<file path="src/rtl/mtt_pkg.sv">
package mtt_pkg;

    localparam int SLOT_W = 5;

    typedef enum logic {
        CMD_LOAD  = 1'b0,
        CMD_STORE = 1'b1
    } mem_cmd_e;

    typedef struct packed {
        logic [SLOT_W-1:0] slot;
        mem_cmd_e          cmd;
    } track_ent_t;

endpackage

</file>
<file path="src/rtl/mtt_tag_alloc.sv">
module mtt_tag_alloc #(
    parameter int TAGS  = 4,
    parameter int TAG_W = (TAGS > 1) ? $clog2(TAGS) : 1
) (
    input  logic [TAGS-1:0]  busy_map,
    output logic             any_free,
    output logic [TAG_W-1:0] free_idx
);
    // Scan from the top down so the lowest free index wins.
    always_comb begin
        any_free = 1'b0;
        free_idx = '0;
        for (int i = TAGS - 1; i >= 0; i--) begin
            if (!busy_map[i]) begin
                any_free = 1'b1;
                free_idx = TAG_W'(i);
            end
        end
    end
endmodule

</file>
<file path="src/rtl/mtt_table.sv">
module mtt_table
    import mtt_pkg::*;
#(
    parameter int TAGS  = 4,
    parameter int TAG_W = (TAGS > 1) ? $clog2(TAGS) : 1
) (
    input  logic             clk,
    input  logic             rst,
    input  logic             alloc_en,
    input  logic [TAG_W-1:0] alloc_idx,
    input  track_ent_t       alloc_ent,
    input  logic             free_en,
    input  logic [TAG_W-1:0] look_idx,
    output logic [TAGS-1:0]  busy_map,
    output track_ent_t       look_ent
);
    track_ent_t ents [TAGS];

    for (genvar g = 0; g < TAGS; g++) begin : g_ent
        always_ff @(posedge clk) begin
            if (rst) begin
                busy_map[g] <= 1'b0;
                ents[g]     <= '0;
            end else if (alloc_en && alloc_idx == TAG_W'(g)) begin
                busy_map[g] <= 1'b1;
                ents[g]     <= alloc_ent;
            end else if (free_en && look_idx == TAG_W'(g)) begin
                busy_map[g] <= 1'b0;
            end
        end
    end

    assign look_ent = ents[look_idx];

    // a handshake marks its tag in use
    p_alloc_marks_r4: assert property (@(posedge clk) disable iff (rst)
        alloc_en |=> busy_map[$past(alloc_idx)]);

    // a matched response releases its tag
    p_free_clears_r5: assert property (@(posedge clk) disable iff (rst)
        (free_en && !(alloc_en && alloc_idx == look_idx)) |=> !busy_map[$past(look_idx)]);

    // without allocation or release the map holds
    p_map_stable_r4: assert property (@(posedge clk) disable iff (rst)
        (!alloc_en && !free_en) |=> $stable(busy_map));
endmodule

</file>
<file path="src/rtl/mem_tag_tracker.sv">
module mem_tag_tracker
    import mtt_pkg::*;
#(
    parameter int TAGS   = 4,
    parameter int ADDR_W = 32,
    parameter int DATA_W = 64,
    parameter int SIZE_W = 3,
    localparam int TAG_W = (TAGS > 1) ? $clog2(TAGS) : 1
) (
    input  logic              clk,
    input  logic              rst,
    input  logic              cl_req_valid,
    output logic              cl_req_ready,
    input  logic [ADDR_W-1:0] cl_req_addr,
    input  logic              cl_req_store,
    input  logic [SIZE_W-1:0] cl_req_size,
    input  logic [DATA_W-1:0] cl_req_wdata,
    input  logic [SLOT_W-1:0] cl_req_slot,
    output logic              mem_req_valid,
    input  logic              mem_req_ready,
    output logic [ADDR_W-1:0] mem_req_addr,
    output logic [TAG_W-1:0]  mem_req_tag,
    output logic              mem_req_store,
    output logic [SIZE_W-1:0] mem_req_size,
    output logic [DATA_W-1:0] mem_req_wdata,
    input  logic              mem_rsp_valid,
    input  logic [TAG_W-1:0]  mem_rsp_tag,
    input  logic [DATA_W-1:0] mem_rsp_data,
    output logic              cl_done_valid,
    output logic [SLOT_W-1:0] cl_done_slot,
    output logic              cl_done_store,
    output logic [DATA_W-1:0] cl_done_data,
    output logic              tag_err
);
    logic [TAGS-1:0]  busy_map;
    logic             any_free;
    logic [TAG_W-1:0] free_idx;
    logic             issue_fire;
    logic             rsp_hit;
    logic             rsp_miss;
    track_ent_t       new_ent;
    track_ent_t       hit_ent;

    mtt_tag_alloc #(.TAGS(TAGS), .TAG_W(TAG_W)) u_alloc (
        .busy_map (busy_map),
        .any_free (any_free),
        .free_idx (free_idx)
    );

    assign new_ent.slot = cl_req_slot;
    assign new_ent.cmd  = cl_req_store ? CMD_STORE : CMD_LOAD;

    mtt_table #(.TAGS(TAGS), .TAG_W(TAG_W)) u_table (
        .clk       (clk),
        .rst       (rst),
        .alloc_en  (issue_fire),
        .alloc_idx (free_idx),
        .alloc_ent (new_ent),
        .free_en   (rsp_hit),
        .look_idx  (mem_rsp_tag),
        .busy_map  (busy_map),
        .look_ent  (hit_ent)
    );

    // Request path: combinational pass-through gated by tag availability.
    assign mem_req_valid = cl_req_valid && any_free;
    assign cl_req_ready  = mem_req_ready && any_free;
    assign mem_req_addr  = cl_req_addr;
    assign mem_req_tag   = free_idx;
    assign mem_req_store = cl_req_store;
    assign mem_req_size  = cl_req_size;
    assign mem_req_wdata = cl_req_wdata;
    assign issue_fire    = mem_req_valid && mem_req_ready;

    // Response path: always accepted, matched against the table.
    assign rsp_hit  = mem_rsp_valid && busy_map[mem_rsp_tag];
    assign rsp_miss = mem_rsp_valid && !busy_map[mem_rsp_tag];

    always_ff @(posedge clk) begin
        if (rst) begin
            cl_done_valid <= 1'b0;
            cl_done_slot  <= '0;
            cl_done_store <= 1'b0;
            cl_done_data  <= '0;
            tag_err       <= 1'b0;
        end else begin
            cl_done_valid <= rsp_hit;
            if (rsp_hit) begin
                cl_done_slot  <= hit_ent.slot;
                cl_done_store <= (hit_ent.cmd == CMD_STORE);
                cl_done_data  <= (hit_ent.cmd == CMD_STORE) ? '0 : mem_rsp_data;
            end
            if (rsp_miss) tag_err <= 1'b1;
        end
    end

    // nothing issues while every tag is taken
    p_full_blocks_r2: assert property (@(posedge clk) disable iff (rst)
        ($countones(busy_map) == TAGS) |-> (!mem_req_valid && !cl_req_ready));

    // the offered tag is never one already in flight
    p_tag_free_r3: assert property (@(posedge clk) disable iff (rst)
        mem_req_valid |-> !busy_map[mem_req_tag]);

    // a completion always follows a response
    p_done_after_rsp_r5: assert property (@(posedge clk) disable iff (rst)
        cl_done_valid |-> $past(mem_rsp_valid));

    // the error flag never clears outside reset
    p_err_sticky_r8: assert property (@(posedge clk) disable iff (rst)
        tag_err |=> tag_err);

    // a stray response yields no completion
    p_miss_no_done_r8: assert property (@(posedge clk) disable iff (rst)
        rsp_miss |=> !cl_done_valid);
endmodule

</file>
<file path="config.mk">
export PLATFORM = sky130hd
export DESIGN_NAME = mem_tag_tracker
export DESIGN_NICKNAME = d
export VERILOG_FILES = /design/src/rtl/mtt_pkg.sv /design/src/rtl/mtt_tag_alloc.sv /design/src/rtl/mtt_table.sv /design/src/rtl/mem_tag_tracker.sv
export SDC_FILE = /design/constraint.sdc
export NUM_CORES = 1
export LEC_CHECK = 0
export BUFFER_PORTS_ARGS = -buffer_cell sky130_fd_sc_hd__buf_2
export CAP_MARGIN = 0
export CORE_AREA = 4 4 134 136
export DETAILED_ROUTE_END_ITERATION = 8
export DIE_AREA = 0 0 138 140
export PLACE_DENSITY_LB_ADDON = 0.08
export SLEW_MARGIN = 10
export SYNTH_ARGS = -nofsm -noshare
export SYNTH_HDL_FRONTEND = slang
export SYNTH_HIERARCHICAL = 1
export SYNTH_SLANG_ARGS = --single-unit
</file>
<file path="constraint.sdc">
create_clock -name clk -period 2.1 [get_ports clk]
set_input_delay 0.42 -clock clk [delete_from_list [all_inputs] [get_ports clk]]
set_output_delay 0.42 -clock clk [all_outputs]
set_load 0.01 [all_outputs]
</file>
### Word level (Yosys, flattened, before mapping)

Memories as Yosys holds them, arrays and structs flattened.
Cells that the tools add are included.

| storage, ports and cells | value |
|---|---|
| RAM bits | 24 |
| output and inout bits | 176 |
| register bits | 76 |
| memories | 1 |
| input bits | 176 |

Memories:

| name | depth | bits a word | rd ports | clocked after Yosys merged registers in | write ports | RTL line | text |
|---|---|---|---|---|---|---|---|
| u_table.ents | 4 | 6 | 1 | 0 | 4 | mtt_table.sv:17 | `track_ent_t ents [TAGS];` |

| cells by class | value |
|---|---|
| reduce and logical (&&, ||, !) cells | 20 |
| eq/ne operators | 6 |
| muxes and demuxes | 38 |
| $lt $le $gt $ge | 1 |
| bitwise gates (word level) | 4 |

Operator list:

| cell | number |
|---|---|
| 2-to-1 mux 64 bit | 1 |
| 2-to-1 mux 1 bit | 28 |
| 2-to-1 mux 6 bit | 4 |
| logical AND 1 bit | 13 |
| equality test 2 bit (second input constant) | 4 |
| 2-to-1 mux 2 bit | 4 |
| nonzero test 2 bit | 4 |
| equality test 2 x 1 -> 1 bit (second input constant) | 2 |
| zero test 2 bit | 2 |
| OR 1 bit | 4 |
| less-than comparator 2 x 3 -> 1 bit (second input constant) | 1 |
| binary-select mux 1 bit (select 2 bit) | 1 |
| zero test 1 bit | 1 |

### Longest topological paths before layout

| depth | value |
|---|---|
| word-level depth | 11 |
| depth in mapped cells | 7 |
| depth with buffers taken out | 5 |

### Hierarchy

The synthesis kept the hierarchy.

Modules (own cells, without submodules):

| module | instances | cells an instance | area each (sq um) | seq. area each (sq um) |
|---|---|---|---|---|
| mem_tag_tracker | 1 | 427 | 3988.8 | 1441.4 |
| mtt_table | 1 | 81 | 1293.7 | 800.8 |
| mtt_tag_alloc | 1 | 5 | 28.8 | 0.0 |

### Worst setup path after synthesis

OpenSTA, ideal clock, no wires.

| timing path | value |
|---|---|
| path type | input port to flip-flop |
| start | in mem_rsp_tag[1] |
| end | reg u_table.busy_map[0] |
| path slack | 0.282 ns |
| stages | 7 |
| arrival time | 1.703 ns |
| required time | 1.985 ns |
| cells stage by stage | mux2i_1 > o22a_2 > buf_8 > buf_8 > inv_1 > or3b_1 > a31o_1 |

| between the ends | value |
|---|---|
| word-level cells in the longest chain between the ends | 5 |
| elaborated cells on any way between the ends | 6 |

RTL lines:

| what | RTL line | text |
|---|---|---|
| start: declaration | mem_tag_tracker.sv:27 | `input logic [TAG_W-1:0] mem_rsp_tag,` |
| binary-select mux 1 bit (select 2 bit) | mem_tag_tracker.sv:76 | `assign rsp_hit = mem_rsp_valid && busy_map[mem_rsp_tag];` |
| 2-to-1 mux 1 bit (implied by the code) | mem_tag_tracker.sv:76 |  |
| logical AND 1 bit | mem_tag_tracker.sv:76 |  |
| net rsp_hit | mem_tag_tracker.sv:39 | `logic rsp_hit;` |
| logical AND 1 bit | mtt_table.sv:27 | `end else if (free_en && look_idx == TAG_W'(g)) begin` |
| nonzero test 2 bit (no source line) | -- |  |
| end signal: indexed assignment | mtt_table.sv:22 | `busy_map[g] <= 1'b0;` |
| end signal: indexed assignment | mtt_table.sv:25 | `busy_map[g] <= 1'b1;` |
| end signal: indexed assignment | mtt_table.sv:28 | `busy_map[g] <= 1'b0;` |
| end: declaration | mtt_table.sv:14 | `output logic [TAGS-1:0] busy_map,` |

The timed path passes the listed nets, and every way through them passes these cells. The select of a mux whose other input is x is not followed.
A chain may end at the register's enable or synchronous reset.

### Worst setup path after layout

| timing path | value |
|---|---|
| start | reg u_table.busy_map[3] |
| end | out mem_req_tag[0] |

| between the ends | value |
|---|---|
| word-level cells in the longest chain between the ends | 4 |

RTL lines:

| what | RTL line | text |
|---|---|---|
| 2-to-1 mux 2 bit (4 in series) | mtt_tag_alloc.sv:14 | `if (!busy_map[i]) begin` |
| end: declaration | mem_tag_tracker.sv:22 | `output logic [TAG_W-1:0] mem_req_tag,` |

No other way between the ends.

==> flow_metrics.py <==
metrics = {
    "clock_tree": {
        "post_cts_resized": 0,
        "path_clk_slew_ns": 0.07,
        "htreeDepth": 3,
        "cts_setup_buffers": 0,
        "hold_buffers": 0,
        "cts_tree": "yes",
        "ctsRootBufferMaster": "clkbuf_16",
        "clock_path_buffers": 2,
        "cts-buffers-inserted": 9,
        "clkSinkCount": 100,
        "insertion_delay_ns": 0.35,
    },
    "worst_setup_path": {
        "cp-end-kind": "primary output",
        "worstPathCellList": "nand2b_1, a21boi_1, buf_4, buf_2",
        "critPathArrivalTime_ns": 1.29,
        "cp_num_buf_inv": 2,
        "crit_type": "register to primary output",
        "cp_slowest_cell": "dfxtp_1",
        "path_max_fanout": 9,
        "critPathMaxStageDelay_ns": 0.34,
        "cp.required_ns": 1.68,
        "cp_top_family": "flip-flops",
        "critPathLaunchType": "register",
    },
    "synthesis": {
        "synth_seq_area_share": 0.422,
        "yosysWarnings": 6,
        "synthCells": 513,
        "mappedNetlistArea_sq_um": 5310,
        "synth.ff_latch_count": 100,
        "ys_types": 33,
        "syn_area_per_cell_sq_um": 10.4,
        "synth_nets": 689,
    },
    "floorplan": {
        "fp.dieW_microns": 138,
        "fp-row-count": 48,
        "die_h_microns": 140,
        "core-area_sq_um": 16900,
        "start_util": 0.314,
        "dieArea_sq_um": 19300,
        "top_level_ports": 352,
    },
    "place": {
        "place_inst": 769,
        "dp_hpwl_mm": 8.77,
        "portBuffers": 153,
        "gp_congestion": 0.717,
    },
    "cells_and_area": {
        "layoutNonFillerInstCount": 784,
        "layout-drive-gt1-share": 0.329,
        "nets": 731,
        "antennaDiodeCount": 0,
        "area_growth_pct": 8.57,
    },
    "sta": {
        "fin_crit_sh": 0.813,
        "finClkSkew_ns": 0.00770,
        "slew_headroom": 0.638,
        "period_needed_ns": 1.71,
        "rsz0062_at_grt": "false",
        "setup_viol": 0,
        "tightestPinTransition_ns": 0.541,
        "drv_slew": 0,
        "max_freq_mhz": 586,
        "hold_viol": 0,
        "fin_tns_setup_ns": 0,
    },
    "hold_path": {
        "hp-class": "input pin to register",
    },
    "grt": {
        "grt_pass1_wl_mm": 20.2,
        "grt_overflow": 0,
        "grt_pass1_vias": 3670,
        "antenna_found_initial": 0,
        "grt_max_degree": 63,
        "grt_use_total": 0.130,
    },
    "route": {
        "route.detailed.drc": 0,
        "vias": 3570,
        "postRouteAntennaNets": 0,
        "wl_per_cell_microns": 16.2,
        "drt-total-wl_mm": 12.7,
        "via_per_inst": 4.55,
        "drtIter0Drc": 94,
        "dr.pass1.iters": 4,
    },
    "power": {
        "powerDensity_nw_per_um2": 706,
        "vdd_ir_drop_max_mv": 0.361,
        "p_total_w": 0.00407,
        "leakage_nw": 2.87,
    },
    "outcome": {
        "status": "finished clean",
    },
    "job": {
        "maxCapViolations": 0,
    },
}
-- cells in the final DEF, fill, tap and decap left out, drive strengths merged --
master,instances
edfxtp,24
mux4,6
dfxtp,76
nand2b,2
nand2,82
and2,26
a31o,4
clkbuf,13
nand4,1
or3b,1
a21oi,1
a22o,1
inv,3
nor4b,1
and4b,1
nand3b,67
mux2,1
bufinv,1
o22a,1
buf,163
and3,1
mux2i,72
clkinvlp,1
a21boi,1
nor2,3
nand3,2
a21o,1
and4bb,2
nor2b,1
-- stage by stage --
| step | util | worst slack, ns | hold WS [ns] | cell area (sq um) |
|---|---|---|---|---|
| after detailed placement | 0.324 | 0.310 | 0.450 | 5490 |
| after global routing | 0.340 | 0.271 | 0.326 | 5770 |
| after global placement | 0.324 | 0.317 | 0.441 | 5490 |
| after floorplan | - | 0.282 | 0.482 | 5310 |
| after CTS | 0.340 | 0.366 | 0.311 | 5770 |
| final | 0.340 | 0.393 | 0.325 | 5770 |
-- Yosys cell counts --
cell	n	area [sq um]
a31o_2	3	26.3
nor2_1	3	11.3
nand3_1	2	10.0
and2_1	26	163
and4b_1	1	10.0
nand3b_1	67	503
buf_2	2	10.0
nor2b_1	1	6.26
a21o_1	1	7.51
and3_1	1	6.26
nor4b_4	1	23.8
nand2_1	82	308
clkinv_1	1	3.75
or3b_1	1	8.76
inv_1	2	7.51
nand4_1	1	6.26
a31o_1	1	8.76
buf_12	6	120
edfxtp_1	24	721
buf_4	100	751
clkbuf_1	21	78.8
a21oi_1	1	5.00
buf_8	2	30.0
a22o_1	1	8.76
nand2b_1	2	12.5
mux2_2	1	11.3
a21boi_1	1	7.51
mux4_1	6	158
and4bb_2	2	25.0
o22a_2	1	10.0
mux2i_1	72	721
buf_6	1	11.3
dfxtp_1	76	1520
-- state kept, by name, indices dropped and copies added, names as in the netlist --
register,cells
cl_done_data,64
u_table/ents,24
cl_done_slot,5
u_table/busy_map,4
cl_done_store,1
cl_done_valid,1
tag_err,1
-- area by class of cell --
cell class	count	area [sq um]
inverters	3	13.8
clock inverters	2	37.5
fillers	1744	11200
well taps	225	282
repair buffers	163	891
multi-input cells	278	2060
clock buffers	13	240
flip-flops and latches	100	2240
-- metal layers --
| layer | GRT usage | up-vias | part of all wire |
|---|---|---|---|
| li1 | - | 1722 | - |
| met1 | 0.162 | 1656 | 0.46 |
| met2 | 0.203 | 176 | 0.45 |
| met3 | 0.0526 | 16 | 0.078 |
| met4 | 0.0484 | 0 | 0.017 |
| met5 | 0 | - | 0 |
-- worst reg2reg max path: stages (launching register included) --
cell	delay (ns)
dfxtp_1	0.34
nand4_1	0.14
and3_1	0.30
nor4b_4	0.52
and2_1	0.21
-- power by group --
group          internal (W)  switching (W)
registers           0.00201      0.0000165
logic              0.000197       0.000213
clock network      0.000921       0.000714
-- cell families after synthesis --
family          share of synthesized area
mux                                 0.167
buf+inv                             0.191
simple gates                        0.206
flops                               0.422
compound gates                     0.0139
-- path summary, 6_finish.rpt --
check                      start                 end  slack (ns)  cells after the start
max          u_table/busy_map[3]      mem_req_tag[0]        0.39                      4
min             mem_rsp_data[61]    cl_done_data[61]        0.32                      3
max reg2reg  u_table/busy_map[0]  u_table/ents[0][3]        0.47                      4
min reg2reg     cl_done_data[34]    cl_done_data[34]        0.45                      2
(Power assumes the default switching activity.)
